## src/rtl/cms_pkg.sv

```systemverilog
package cms_pkg;
  localparam int unsigned ADDR_W   = 32;
  localparam int unsigned LINE_OFF = 5;

  typedef enum logic [1:0] {ST_IDLE, ST_WALK, ST_LINE, ST_WB} st_e;

  typedef struct packed {
    logic legal;
    logic whole;
    logic tgt_i;
    logic tgt_d;
    logic clean;
    logic inv;
    logic btc_all;
    logic btc_line;
    logic intr_ok;
  } op_attr_t;

  function automatic op_attr_t decode_op(input logic [3:0] crm, input logic [2:0] opc2);
    op_attr_t a;
    a = '0;
    case ({crm, opc2})
      {4'd5, 3'd0}:  begin a.legal = 1'b1; a.whole = 1'b1; a.tgt_i = 1'b1; a.inv = 1'b1; a.btc_all = 1'b1; end
      {4'd6, 3'd0}:  begin a.legal = 1'b1; a.whole = 1'b1; a.tgt_d = 1'b1; a.inv = 1'b1; end
      {4'd7, 3'd0}:  begin a.legal = 1'b1; a.whole = 1'b1; a.tgt_i = 1'b1; a.tgt_d = 1'b1; a.inv = 1'b1; a.btc_all = 1'b1; end
      {4'd10, 3'd0}: begin a.legal = 1'b1; a.whole = 1'b1; a.tgt_d = 1'b1; a.clean = 1'b1; a.intr_ok = 1'b1; end
      {4'd14, 3'd0}: begin a.legal = 1'b1; a.whole = 1'b1; a.tgt_d = 1'b1; a.clean = 1'b1; a.inv = 1'b1; a.intr_ok = 1'b1; end
      {4'd5, 3'd1}:  begin a.legal = 1'b1; a.tgt_i = 1'b1; a.inv = 1'b1; end
      {4'd6, 3'd1}:  begin a.legal = 1'b1; a.tgt_d = 1'b1; a.inv = 1'b1; end
      {4'd10, 3'd1}: begin a.legal = 1'b1; a.tgt_d = 1'b1; a.clean = 1'b1; end
      {4'd14, 3'd1}: begin a.legal = 1'b1; a.tgt_d = 1'b1; a.clean = 1'b1; a.inv = 1'b1; end
      {4'd5, 3'd6}:  begin a.legal = 1'b1; a.btc_all = 1'b1; end
      {4'd5, 3'd7}:  begin a.legal = 1'b1; a.btc_line = 1'b1; end
      default:       a = '0;
    endcase
    return a;
  endfunction
endpackage

```

## src/rtl/cms_decode.sv

```systemverilog
module cms_decode
  import cms_pkg::*;
(
  input  logic [3:0] crm_i,
  input  logic [2:0] opc2_i,
  input  logic       user_i,
  output op_attr_t   attr_o,
  output logic       bad_o,
  output logic [6:0] key_o
);
  always_comb begin
    attr_o = decode_op(crm_i, opc2_i);
    // every maintenance command is privileged
    bad_o  = user_i || !attr_o.legal;
    key_o  = {crm_i, opc2_i};
  end
endmodule

```

## src/rtl/cms_line_array.sv

```systemverilog
module cms_line_array #(
  parameter int unsigned N_LINES = 8,
  parameter int unsigned IDX_W   = 3,
  parameter int unsigned TAG_W   = 24
) (
  input  logic             clk_i,
  input  logic             rst_ni,
  input  logic             fill_en_i,
  input  logic [IDX_W-1:0] fill_idx_i,
  input  logic [TAG_W-1:0] fill_tag_i,
  input  logic             fill_dirty_i,
  input  logic             fill_lock_i,
  input  logic [IDX_W-1:0] op_idx_i,
  input  logic             inv_en_i,
  input  logic             cln_en_i,
  input  logic             clr_all_i,
  output logic             rd_valid_o,
  output logic             rd_dirty_o,
  output logic [TAG_W-1:0] rd_tag_o,
  input  logic [IDX_W-1:0] pr_idx_i,
  output logic             pr_valid_o,
  output logic             pr_dirty_o,
  output logic             pr_lock_o,
  output logic [TAG_W-1:0] pr_tag_o,
  output logic             any_dirty_o
);
  logic [N_LINES-1:0] valid_q, dirty_q, lock_q;
  logic [TAG_W-1:0]   tag_q [N_LINES];

  always_ff @(posedge clk_i or negedge rst_ni) begin
    if (!rst_ni) begin
      valid_q <= '0;
      dirty_q <= '0;
      lock_q  <= '0;
      for (int i = 0; i < N_LINES; i++) tag_q[i] <= '0;
    end else if (clr_all_i) begin
      valid_q <= '0;
      dirty_q <= '0;
    end else begin
      for (int i = 0; i < N_LINES; i++) begin
        if (fill_en_i && fill_idx_i == IDX_W'(i)) begin
          valid_q[i] <= 1'b1;
          dirty_q[i] <= fill_dirty_i;
          lock_q[i]  <= fill_lock_i;
          tag_q[i]   <= fill_tag_i;
        end
        // lock bit is not consulted by maintenance
        if (op_idx_i == IDX_W'(i)) begin
          if (cln_en_i) dirty_q[i] <= 1'b0;
          if (inv_en_i) begin
            valid_q[i] <= 1'b0;
            dirty_q[i] <= 1'b0;
          end
        end
      end
    end
  end

  assign rd_valid_o  = valid_q[op_idx_i];
  assign rd_dirty_o  = dirty_q[op_idx_i];
  assign rd_tag_o    = tag_q[op_idx_i];
  assign pr_valid_o  = valid_q[pr_idx_i];
  assign pr_dirty_o  = dirty_q[pr_idx_i];
  assign pr_lock_o   = lock_q[pr_idx_i];
  assign pr_tag_o    = tag_q[pr_idx_i];
  assign any_dirty_o = |(valid_q & dirty_q);
endmodule

```

## src/rtl/cms_ctrl.sv

```systemverilog
module cms_ctrl
  import cms_pkg::*;
#(
  parameter int unsigned N_LINES = 8,
  parameter int unsigned IDX_W   = 3,
  parameter int unsigned TAG_W   = 24
) (
  input  logic             clk_i,
  input  logic             rst_ni,
  input  logic             cmd_valid_i,
  input  op_attr_t         attr_i,
  input  logic             bad_i,
  input  logic [6:0]       key_i,
  input  logic [IDX_W-1:0] cmd_idx_i,
  input  logic [TAG_W-1:0] cmd_tag_i,
  input  logic             irq_i,
  input  logic             wb_ack_i,
  input  logic             d_valid_i,
  input  logic             d_dirty_i,
  input  logic [TAG_W-1:0] d_tag_i,
  input  logic             i_valid_i,
  input  logic [TAG_W-1:0] i_tag_i,
  input  logic             b_valid_i,
  input  logic [TAG_W-1:0] b_tag_i,
  output logic [IDX_W-1:0] idx_o,
  output logic             d_inv_o,
  output logic             d_cln_o,
  output logic             i_inv_o,
  output logic             b_inv_o,
  output logic             b_clr_all_o,
  output logic             busy_o,
  output logic             trap_o,
  output logic             intr_o,
  output logic             wb_req_o,
  output logic [31:0]      wb_addr_o
);
  localparam logic [IDX_W-1:0] LAST_IDX = IDX_W'(N_LINES - 1);

  st_e              st_q;
  op_attr_t         attr_q;
  logic [6:0]       key_q, saved_key_q;
  logic [IDX_W-1:0] idx_q, saved_idx_q;
  logic [TAG_W-1:0] tag_q;
  logic             intr_q, trap_q;

  logic acc, start, resume, fin, go_wb, last;
  logic hit_d, hit_i, hit_b;

  always_comb begin
    acc    = cmd_valid_i && (st_q == ST_IDLE);
    start  = acc && !bad_i;
    resume = intr_q && (saved_key_q == key_i);
    last   = (idx_q == LAST_IDX);
    hit_d  = d_valid_i && (attr_q.whole || d_tag_i == tag_q);
    hit_i  = i_valid_i && (attr_q.whole || i_tag_i == tag_q);
    hit_b  = b_valid_i && (b_tag_i == tag_q);
    fin = 1'b0; go_wb = 1'b0;
    d_inv_o = 1'b0; d_cln_o = 1'b0; i_inv_o = 1'b0; b_inv_o = 1'b0;
    if (st_q == ST_WALK || st_q == ST_LINE) begin
      if (attr_q.tgt_d && attr_q.clean && hit_d && d_dirty_i) begin
        go_wb = 1'b1;
      end else begin
        fin     = 1'b1;
        d_inv_o = attr_q.tgt_d && attr_q.inv && hit_d;
        i_inv_o = attr_q.tgt_i && attr_q.inv && hit_i;
        b_inv_o = attr_q.btc_line && hit_b;
      end
    end else if (st_q == ST_WB && wb_ack_i) begin
      fin     = 1'b1;
      d_cln_o = 1'b1;
      d_inv_o = attr_q.inv;
    end
    b_clr_all_o = start && attr_i.btc_all;
  end

  always_ff @(posedge clk_i or negedge rst_ni) begin
    if (!rst_ni) begin
      st_q        <= ST_IDLE;
      attr_q      <= '0;
      key_q       <= '0;
      saved_key_q <= '0;
      idx_q       <= '0;
      saved_idx_q <= '0;
      tag_q       <= '0;
      intr_q      <= 1'b0;
      trap_q      <= 1'b0;
    end else begin
      trap_q <= acc && bad_i;
      if (acc) begin
        intr_q <= 1'b0;
        if (!bad_i) begin
          attr_q <= attr_i;
          key_q  <= key_i;
          tag_q  <= cmd_tag_i;
          if (attr_i.whole) begin
            idx_q <= resume ? saved_idx_q : '0;
            st_q  <= ST_WALK;
          end else begin
            idx_q <= cmd_idx_i;
            st_q  <= ST_LINE;
          end
        end
      end else if (go_wb) begin
        st_q <= ST_WB;
      end else if (fin) begin
        if (!attr_q.whole || last) begin
          st_q <= ST_IDLE;
        end else if (attr_q.intr_ok && irq_i) begin
          st_q        <= ST_IDLE;
          intr_q      <= 1'b1;
          saved_idx_q <= idx_q + 1'b1;
          saved_key_q <= key_q;
        end else begin
          idx_q <= idx_q + 1'b1;
          st_q  <= ST_WALK;
        end
      end
    end
  end

  assign idx_o     = idx_q;
  assign busy_o    = (st_q != ST_IDLE);
  assign trap_o    = trap_q;
  assign intr_o    = intr_q;
  assign wb_req_o  = (st_q == ST_WB);
  assign wb_addr_o = {d_tag_i, idx_q, 5'b0};
endmodule

```

## src/rtl/cache_maint_seq.sv

```systemverilog
module cache_maint_seq
  import cms_pkg::*;
#(
  parameter int unsigned N_LINES = 8
) (
  input  logic        clk_i,
  input  logic        rst_ni,
  input  logic        cmd_valid_i,
  input  logic        cmd_user_i,
  input  logic [3:0]  cmd_crm_i,
  input  logic [2:0]  cmd_opc2_i,
  input  logic [31:0] cmd_data_i,
  input  logic        irq_i,
  output logic        busy_o,
  output logic        trap_o,
  output logic        intr_o,
  output logic        dirty_o,
  output logic        wb_req_o,
  output logic [31:0] wb_addr_o,
  input  logic        wb_ack_i,
  input  logic        fill_en_i,
  input  logic [1:0]  fill_sel_i,
  input  logic [31:0] fill_va_i,
  input  logic        fill_dirty_i,
  input  logic        fill_lock_i,
  input  logic [1:0]  probe_sel_i,
  input  logic [31:0] probe_va_i,
  output logic        probe_hit_o,
  output logic        probe_dirty_o,
  output logic        probe_lock_o
);
  localparam int unsigned IDX_W = $clog2(N_LINES);
  localparam int unsigned TAG_W = ADDR_W - LINE_OFF - IDX_W;
  localparam int unsigned N_TBL = 3;

  op_attr_t   attr;
  logic       bad;
  logic [6:0] key;
  logic [IDX_W-1:0] op_idx;

  logic [N_TBL-1:0] t_fill, t_inv, t_cln, t_clr;
  logic [N_TBL-1:0] t_rd_valid, t_rd_dirty, t_pr_valid, t_pr_dirty, t_pr_lock, t_any;
  logic [TAG_W-1:0] t_rd_tag [N_TBL];
  logic [TAG_W-1:0] t_pr_tag [N_TBL];

  logic d_inv, d_cln, i_inv, b_inv, b_clr_all;
  logic unused_bits;

  cms_decode u_decode (
    .crm_i (cmd_crm_i), .opc2_i (cmd_opc2_i), .user_i (cmd_user_i),
    .attr_o(attr), .bad_o(bad), .key_o(key)
  );

  // table 0 instruction, 1 data, 2 branch target
  for (genvar g = 0; g < N_TBL; g++) begin : g_tbl
    assign t_fill[g] = fill_en_i && (fill_sel_i == 2'(g));
    cms_line_array #(.N_LINES(N_LINES), .IDX_W(IDX_W), .TAG_W(TAG_W)) u_arr (
      .clk_i       (clk_i),
      .rst_ni      (rst_ni),
      .fill_en_i   (t_fill[g]),
      .fill_idx_i  (fill_va_i[LINE_OFF +: IDX_W]),
      .fill_tag_i  (fill_va_i[ADDR_W-1 -: TAG_W]),
      .fill_dirty_i(fill_dirty_i && (g == 1)),
      .fill_lock_i (fill_lock_i),
      .op_idx_i    (op_idx),
      .inv_en_i    (t_inv[g]),
      .cln_en_i    (t_cln[g]),
      .clr_all_i   (t_clr[g]),
      .rd_valid_o  (t_rd_valid[g]),
      .rd_dirty_o  (t_rd_dirty[g]),
      .rd_tag_o    (t_rd_tag[g]),
      .pr_idx_i    (probe_va_i[LINE_OFF +: IDX_W]),
      .pr_valid_o  (t_pr_valid[g]),
      .pr_dirty_o  (t_pr_dirty[g]),
      .pr_lock_o   (t_pr_lock[g]),
      .pr_tag_o    (t_pr_tag[g]),
      .any_dirty_o (t_any[g])
    );
  end

  assign t_inv = {b_inv, d_inv, i_inv};
  assign t_cln = {1'b0, d_cln, 1'b0};
  assign t_clr = {b_clr_all, 2'b00};

  cms_ctrl #(.N_LINES(N_LINES), .IDX_W(IDX_W), .TAG_W(TAG_W)) u_ctrl (
    .clk_i      (clk_i),
    .rst_ni     (rst_ni),
    .cmd_valid_i(cmd_valid_i),
    .attr_i     (attr),
    .bad_i      (bad),
    .key_i      (key),
    .cmd_idx_i  (cmd_data_i[LINE_OFF +: IDX_W]),
    .cmd_tag_i  (cmd_data_i[ADDR_W-1 -: TAG_W]),
    .irq_i      (irq_i),
    .wb_ack_i   (wb_ack_i),
    .d_valid_i  (t_rd_valid[1]),
    .d_dirty_i  (t_rd_dirty[1]),
    .d_tag_i    (t_rd_tag[1]),
    .i_valid_i  (t_rd_valid[0]),
    .i_tag_i    (t_rd_tag[0]),
    .b_valid_i  (t_rd_valid[2]),
    .b_tag_i    (t_rd_tag[2]),
    .idx_o      (op_idx),
    .d_inv_o    (d_inv),
    .d_cln_o    (d_cln),
    .i_inv_o    (i_inv),
    .b_inv_o    (b_inv),
    .b_clr_all_o(b_clr_all),
    .busy_o     (busy_o),
    .trap_o     (trap_o),
    .intr_o     (intr_o),
    .wb_req_o   (wb_req_o),
    .wb_addr_o  (wb_addr_o)
  );

  always_comb begin
    probe_hit_o = 1'b0; probe_dirty_o = 1'b0; probe_lock_o = 1'b0;
    for (int t = 0; t < N_TBL; t++) begin
      if (probe_sel_i == 2'(t)) begin
        probe_hit_o   = t_pr_valid[t] && (t_pr_tag[t] == probe_va_i[ADDR_W-1 -: TAG_W]);
        probe_dirty_o = t_pr_dirty[t];
        probe_lock_o  = t_pr_lock[t];
      end
    end
  end

  assign dirty_o = t_any[1];
  // address offset bits, data word low bits and non-data dirty outputs are ignored
  assign unused_bits = ^{cmd_data_i[LINE_OFF-1:0], fill_va_i[LINE_OFF-1:0], probe_va_i[LINE_OFF-1:0],
                         t_rd_dirty[0], t_rd_dirty[2], t_any[0], t_any[2]};
endmodule

```

## config.mk

```make
export PLATFORM = sky130hd
export DESIGN_NAME = cache_maint_seq
export DESIGN_NICKNAME = d
export VERILOG_FILES = /design/src/rtl/cms_pkg.sv /design/src/rtl/cms_decode.sv /design/src/rtl/cms_line_array.sv /design/src/rtl/cms_ctrl.sv /design/src/rtl/cache_maint_seq.sv
export SDC_FILE = /design/constraint.sdc
export NUM_CORES = 1
export LEC_CHECK = 0
export ABC_CLOCK_PERIOD_IN_PS = 5900
export BUFFER_PORTS_ARGS = -buffer_cell sky130_fd_sc_hd__buf_2
export CORE_ASPECT_RATIO = 0.9
export CORE_UTILIZATION = 65
export CTS_CLUSTER_DIAMETER = 60
export CTS_CLUSTER_SIZE = 10
export DETAILED_ROUTE_END_ITERATION = 7
export GPL_TIMING_DRIVEN = 0
export HOLD_SLACK_MARGIN = 0.15
export PLACE_DENSITY = 0.83
export SETUP_SLACK_MARGIN = 0.3
export SYNTH_ARGS = -nofsm -noshare
export SYNTH_HDL_FRONTEND = slang
export SYNTH_SLANG_ARGS = --single-unit
export TNS_END_PERCENT = 100
```

## constraint.sdc

```tcl
create_clock -name clk_i -period 5.9 [get_ports clk_i]
set_clock_uncertainty 0.05 [all_clocks]
set_input_delay 0.59 -clock clk_i [delete_from_list [all_inputs] [get_ports clk_i]]
set_output_delay 0.59 -clock clk_i [all_outputs]
set_load 0.05 [all_outputs]
```

==> out/summary.txt <==
OUTCOME
------------------------------------------------------------------------------------------------------
Outcome                                                                                   finished with violations
Failing checks                                                                            capacitance limit, slew limit

GLOBAL ROUTE
------------------------------------------------------------------------------------------------------
Number of antenna violations at the first check in global routing                                    5
Global-route wire length before repair                                                       204000 µm
Global routing usage summed across all routing layers                                            49.0%
Number of global-route vias before repair                                                        28800
Gr ovfl total                                                                                        0
Pin count of the biggest net entering global routing                                               123

SETUP PATH
------------------------------------------------------------------------------------------------------
Delay contributed by the slowest stage of the critical path                                    1.09 ns
Setup Crit Path Kind                                                                         in -> out
WP data arrival                                                                                5.19 ns
Max stage delay cell, worst path                                                          clkdlybuf4s15_1
Worst EP required                                                                              5.26 ns
Capturing element type of the critical path                                                output port
Endpoint of the worst-slack reg-to-reg timing path                                        u_ctrl.saved_key_q[5]
Critical-path maximum fanout                                                                        10
Origin of the critical flop-to-flop path                                                  u_ctrl.idx_o[1]
Startpoint kind of the worst setup timing path                                            primary input
Number of cells on the worst reg-to-reg path                                                        13
Register-to-Register Setup Slack                                                               0.15 ns
CP Cell Sequence                                                                          clkbuf_1, clkdlybuf4s15_2, clkdlybuf4s15_1, mux2i_1, xor2_1, nand4_1, o41ai_1, buf_2

WORST HOLD PATH
------------------------------------------------------------------------------------------------------
Hold Path Depth                                                                                      3
Min-Delay Endpoint                                                                        u_ctrl.key_q[5]
Hold_sp                                                                                   cmd_crm_i[2]
Worst min-delay path class                                                                   in -> reg

ROUTE
------------------------------------------------------------------------------------------------------
DRT Pass-1 Iters                                                                                     6
Total number of vias                                                                             28600
Detailed-route wire length                                                                   144000 µm
Number of nets with antenna violations after routing                                                 0
Drt wl/cell                                                                                    37.8 µm
Detail-routed via count per cell                                                                  7.51
Remaining DRCs                                                                                       0
First-iteration detailed-routing DRC count                                                        4081

RUN
------------------------------------------------------------------------------------------------------
Count of maximum capacitance violations                                                              5

CLOCK TREE
------------------------------------------------------------------------------------------------------
Number of buffers created by CTS                                                                    80
CTS H-Tree Depth                                                                                     3
Clock latency of the later-clocked register in the worst-skew pair                             0.64 ns
Total setup buffers inserted after CTS                                                               0
Bufs on Longest Clock Path                                                                           3
Clock transition at the register clock pins on the worst setup and hold paths after CTS        0.05 ns
Clk Tree Root Cell                                                                           clkbuf_16
TritonCTS clock tree                                                                              done
CTS sink count                                                                                     703

POWER
------------------------------------------------------------------------------------------------------
Worst IR drop on VDD                                                                        0.000386 V
Leakage power total                                                                            19.0 nW
Pwr dens                                                                                    451 nW/µm²
PnR Total Power                                                                                19.2 mW

PLACE
------------------------------------------------------------------------------------------------------
Cell count after placement                                                                        3697
Estimated wirelength of the detail-placed design                                             102000 µm
Worst slack at placement                                                                     -0.104 ns
Port buffer count                                                                                  129
Global placer's final weighted congestion                                                         1.09

CELLS AND AREA
------------------------------------------------------------------------------------------------------
Net count of the finished layout                                                                  3154
Final instance count without filler cells                                                         3814
End-of-flow core utilization                                                                     73.0%
Layout area overhead                                                                             11.2%
Total of fill cells in the finished design                                                        3891
Share of layout cells above drive strength 1                                                     40.0%

STA
------------------------------------------------------------------------------------------------------
Post-layout min period                                                                         5.83 ns
Fin. max-slew vios                                                                                  31
Final hold vios                                                                                      0
Crit share post-route                                                                            98.7%
Worst hold margin                                                                             0.198 ns
Slew at the pin closest to its max-slew limit                                                  1.58 ns
Setup violation total in the final timing report                                                     0
Relative slew slack                                                                             -5.42%
Maximum clock rate                                                                             172 MHz
Unrepaired setup endpoints after global routing                                                   true
Post-route worst setup slack                                                                 0.0740 ns

SYNTHESIS
------------------------------------------------------------------------------------------------------
Synth area leader                                                                              dfrtp_1
Main area contributors after synthesis                                                    dfrtp_1 46%, mux2_2 18%, mux4_2 15%
Number of distinct library cell variants in the gate-level netlist after synthesis                  72
Number of enable-type register cells in the synthesized netlist                                      0
YS warnings                                                                                          0
Share of synthesized flip-flops with an asynchronous set or reset                                 100%
Dominant register cell in the synthesized netlist                                              dfrtp_1
Average footprint of a synthesized cell                                                       13.8 µm²
Sequential share of the synthesized area                                                         45.9%
Instance count of the mapped netlist                                                              2782
Cell area after technology mapping                                                           38300 µm²
Synthesized flop and latch total                                                                   703
Proportion of netlist area held by the largest area contributor                                  45.9%

FLOORPLANNING
------------------------------------------------------------------------------------------------------
Floorplan die width                                                                             258 µm
IO Count                                                                                           156
Die H                                                                                           232 µm
Die area                                                                                     59900 µm²
Initial Utilization                                                                              65.6%
Core Footprint                                                                               58300 µm²
Std cell rows                                                                                       84

[logic make-up after synthesis]
family                     share of synthesized area, %
AOI/OAI and AO/OA                                  3.55
xor gates and xnor gates                           2.84
adders and majority gates                         0.261
buffers and inverters                              2.95
DFF                                                45.9
muxes                                              39.5
other                                           0.00979
and+or+nand+nor                                    4.98
[cell type report]
cell class | count | area [µm²] | share of cell area, %
sequential | 703 | 17600 | 41.3
clock inverter | 4 | 41.3 | 0.0970
multi-input combinational | 1834 | 19600 | 46.0
antenna | 4 | 10.0 | 0.0235
buffer | 227 | 1130 | 2.67
inverter | 22 | 82.6 | 0.194
timing repair buffer | 162 | 1080 | 2.55
tap | 774 | 968 | 2.28
clock buffer | 84 | 2060 | 4.84
[placed cells by master (no fill, tap or decap), types with 8 or more instances in the layout]
cell type | synthesis | layout
or3_1 | 13 | 13
buf_1 | 33 | 15
buf_6 | 11 | 12
o21a_1 | 13 | 13
mux2_1 | 8 | 8
nand3b_1 | 8 | 8
xnor2_1 | 51 | 51
buf_4 | 15 | 15
or2_2 | 9 | 9
mux4_2 | 255 | 255
inv_1 | 19 | 19
ha_1 | 8 | 8
o22ai_1 | 16 | 16
clkbuf_16 | 0 | 82
and3_1 | 10 | 10
buf_2 | 28 | 158
clkbuf_2 | 0 | 15
a22oi_1 | 31 | 31
nand2_1 | 164 | 164
mux2i_1 | 224 | 224
o21ai_0 | 32 | 32
nor2_1 | 58 | 56
nand3_1 | 19 | 19
dlygate4sd3_1 | 0 | 25
a21oi_1 | 41 | 41
clkbuf_1 | 138 | 130
mux2_2 | 625 | 625
nor2b_1 | 13 | 13
a31oi_1 | 14 | 14
dfrtp_1 | 703 | 703
a22o_1 | 15 | 15
nand4_1 | 31 | 31
xor2_1 | 73 | 73
nor4_1 | 12 | 12
[worst max-delay path, delay by kind of cell]
kind / cells / cell delay, ns
buffers and inverters: 4 / 2.98
AO/OA/AOI/OAI: 1 / 0.45
AND/OR/NAND/NOR: 1 / 0.34
multiplexers: 1 / 0.31
XOR/XNOR: 1 / 0.50
[synthesized netlist by cell type, types with 6 or more instances]
cell type,instances
dfrtp_1,703
mux2_2,625
mux4_2,255
mux2i_1,224
nand2_1,164
clkbuf_1,138
xor2_1,73
nor2_1,58
xnor2_1,51
a21oi_1,41
buf_1,33
o21ai_0,32
a22oi_1,31
nand4_1,31
buf_2,28
inv_1,19
nand3_1,19
o22ai_1,16
a22o_1,15
buf_4,15
a31oi_1,14
nor2b_1,13
o21a_1,13
or3_1,13
nor4_1,12
buf_6,11
and3_1,10
or2_2,9
ha_1,8
mux2_1,8
nand3b_1,8
and2_1,7
and3b_1,6
[worst max path at each step]
stage | start | end | depth (start not counted)
2_1_floorplan | probe_va_i[5] | probe_hit_o | 8
3_3_place_gp | rst_ni | g_tbl[2].u_arr.tag_q[11] | 1
3_5_place_dp | probe_va_i[5] | probe_hit_o | 11
4_1_cts | probe_va_i[6] | probe_hit_o | 11
5_1_grt | probe_va_i[7] | probe_hit_o | 8
6_report | probe_va_i[7] | probe_hit_o | 8
[state kept, by name, summed over array words and instances (netlist names), 7 cells and up]
register	flops
g_tbl.u_arr.lock_q	24
u_ctrl.tag_q	24
u_ctrl.attr_q	7
u_ctrl.saved_key_q	7
u_ctrl.key_q	7
g_tbl.u_arr.valid_q	24
g_tbl.u_arr.dirty_q	24
g_tbl.u_arr.tag_q	576
[metal layers]
metal  routed length [µm]  vias to the layer above  track usage [%]
met1                50300                    14800             62.2
met3                20900                      681             20.1
met2                60500                     2309             69.4
li1                     -                    10900                -
met5                   18                        -                0
met4                12200                        4             32.2
[timing repair]
item	4_1_cts	5_1_grt
cloned	0	0
gates resized for setup	16	32
hold buffers	25	0
endpoints found under the setup margin	23	10
hold endpoints to repair	134	0
[where the power goes]
group	switching [mW]	total [mW]	internal, mW
clock network	1.94	4.39	2.45
logic	4.86	8.04	3.19
registers	0.982	6.76	5.78
[per-stage QoR]
stage / cell area (µm²) / setup TNS [ns]
floorplan: 38300 / 0
CTS: 42500 / 0
global route: 42600 / 0
global placement: 39900 / -6889.52
detailed placement: 40100 / -0.104
finish: 42600 / 0
Power figures use the tool's default switching activity.
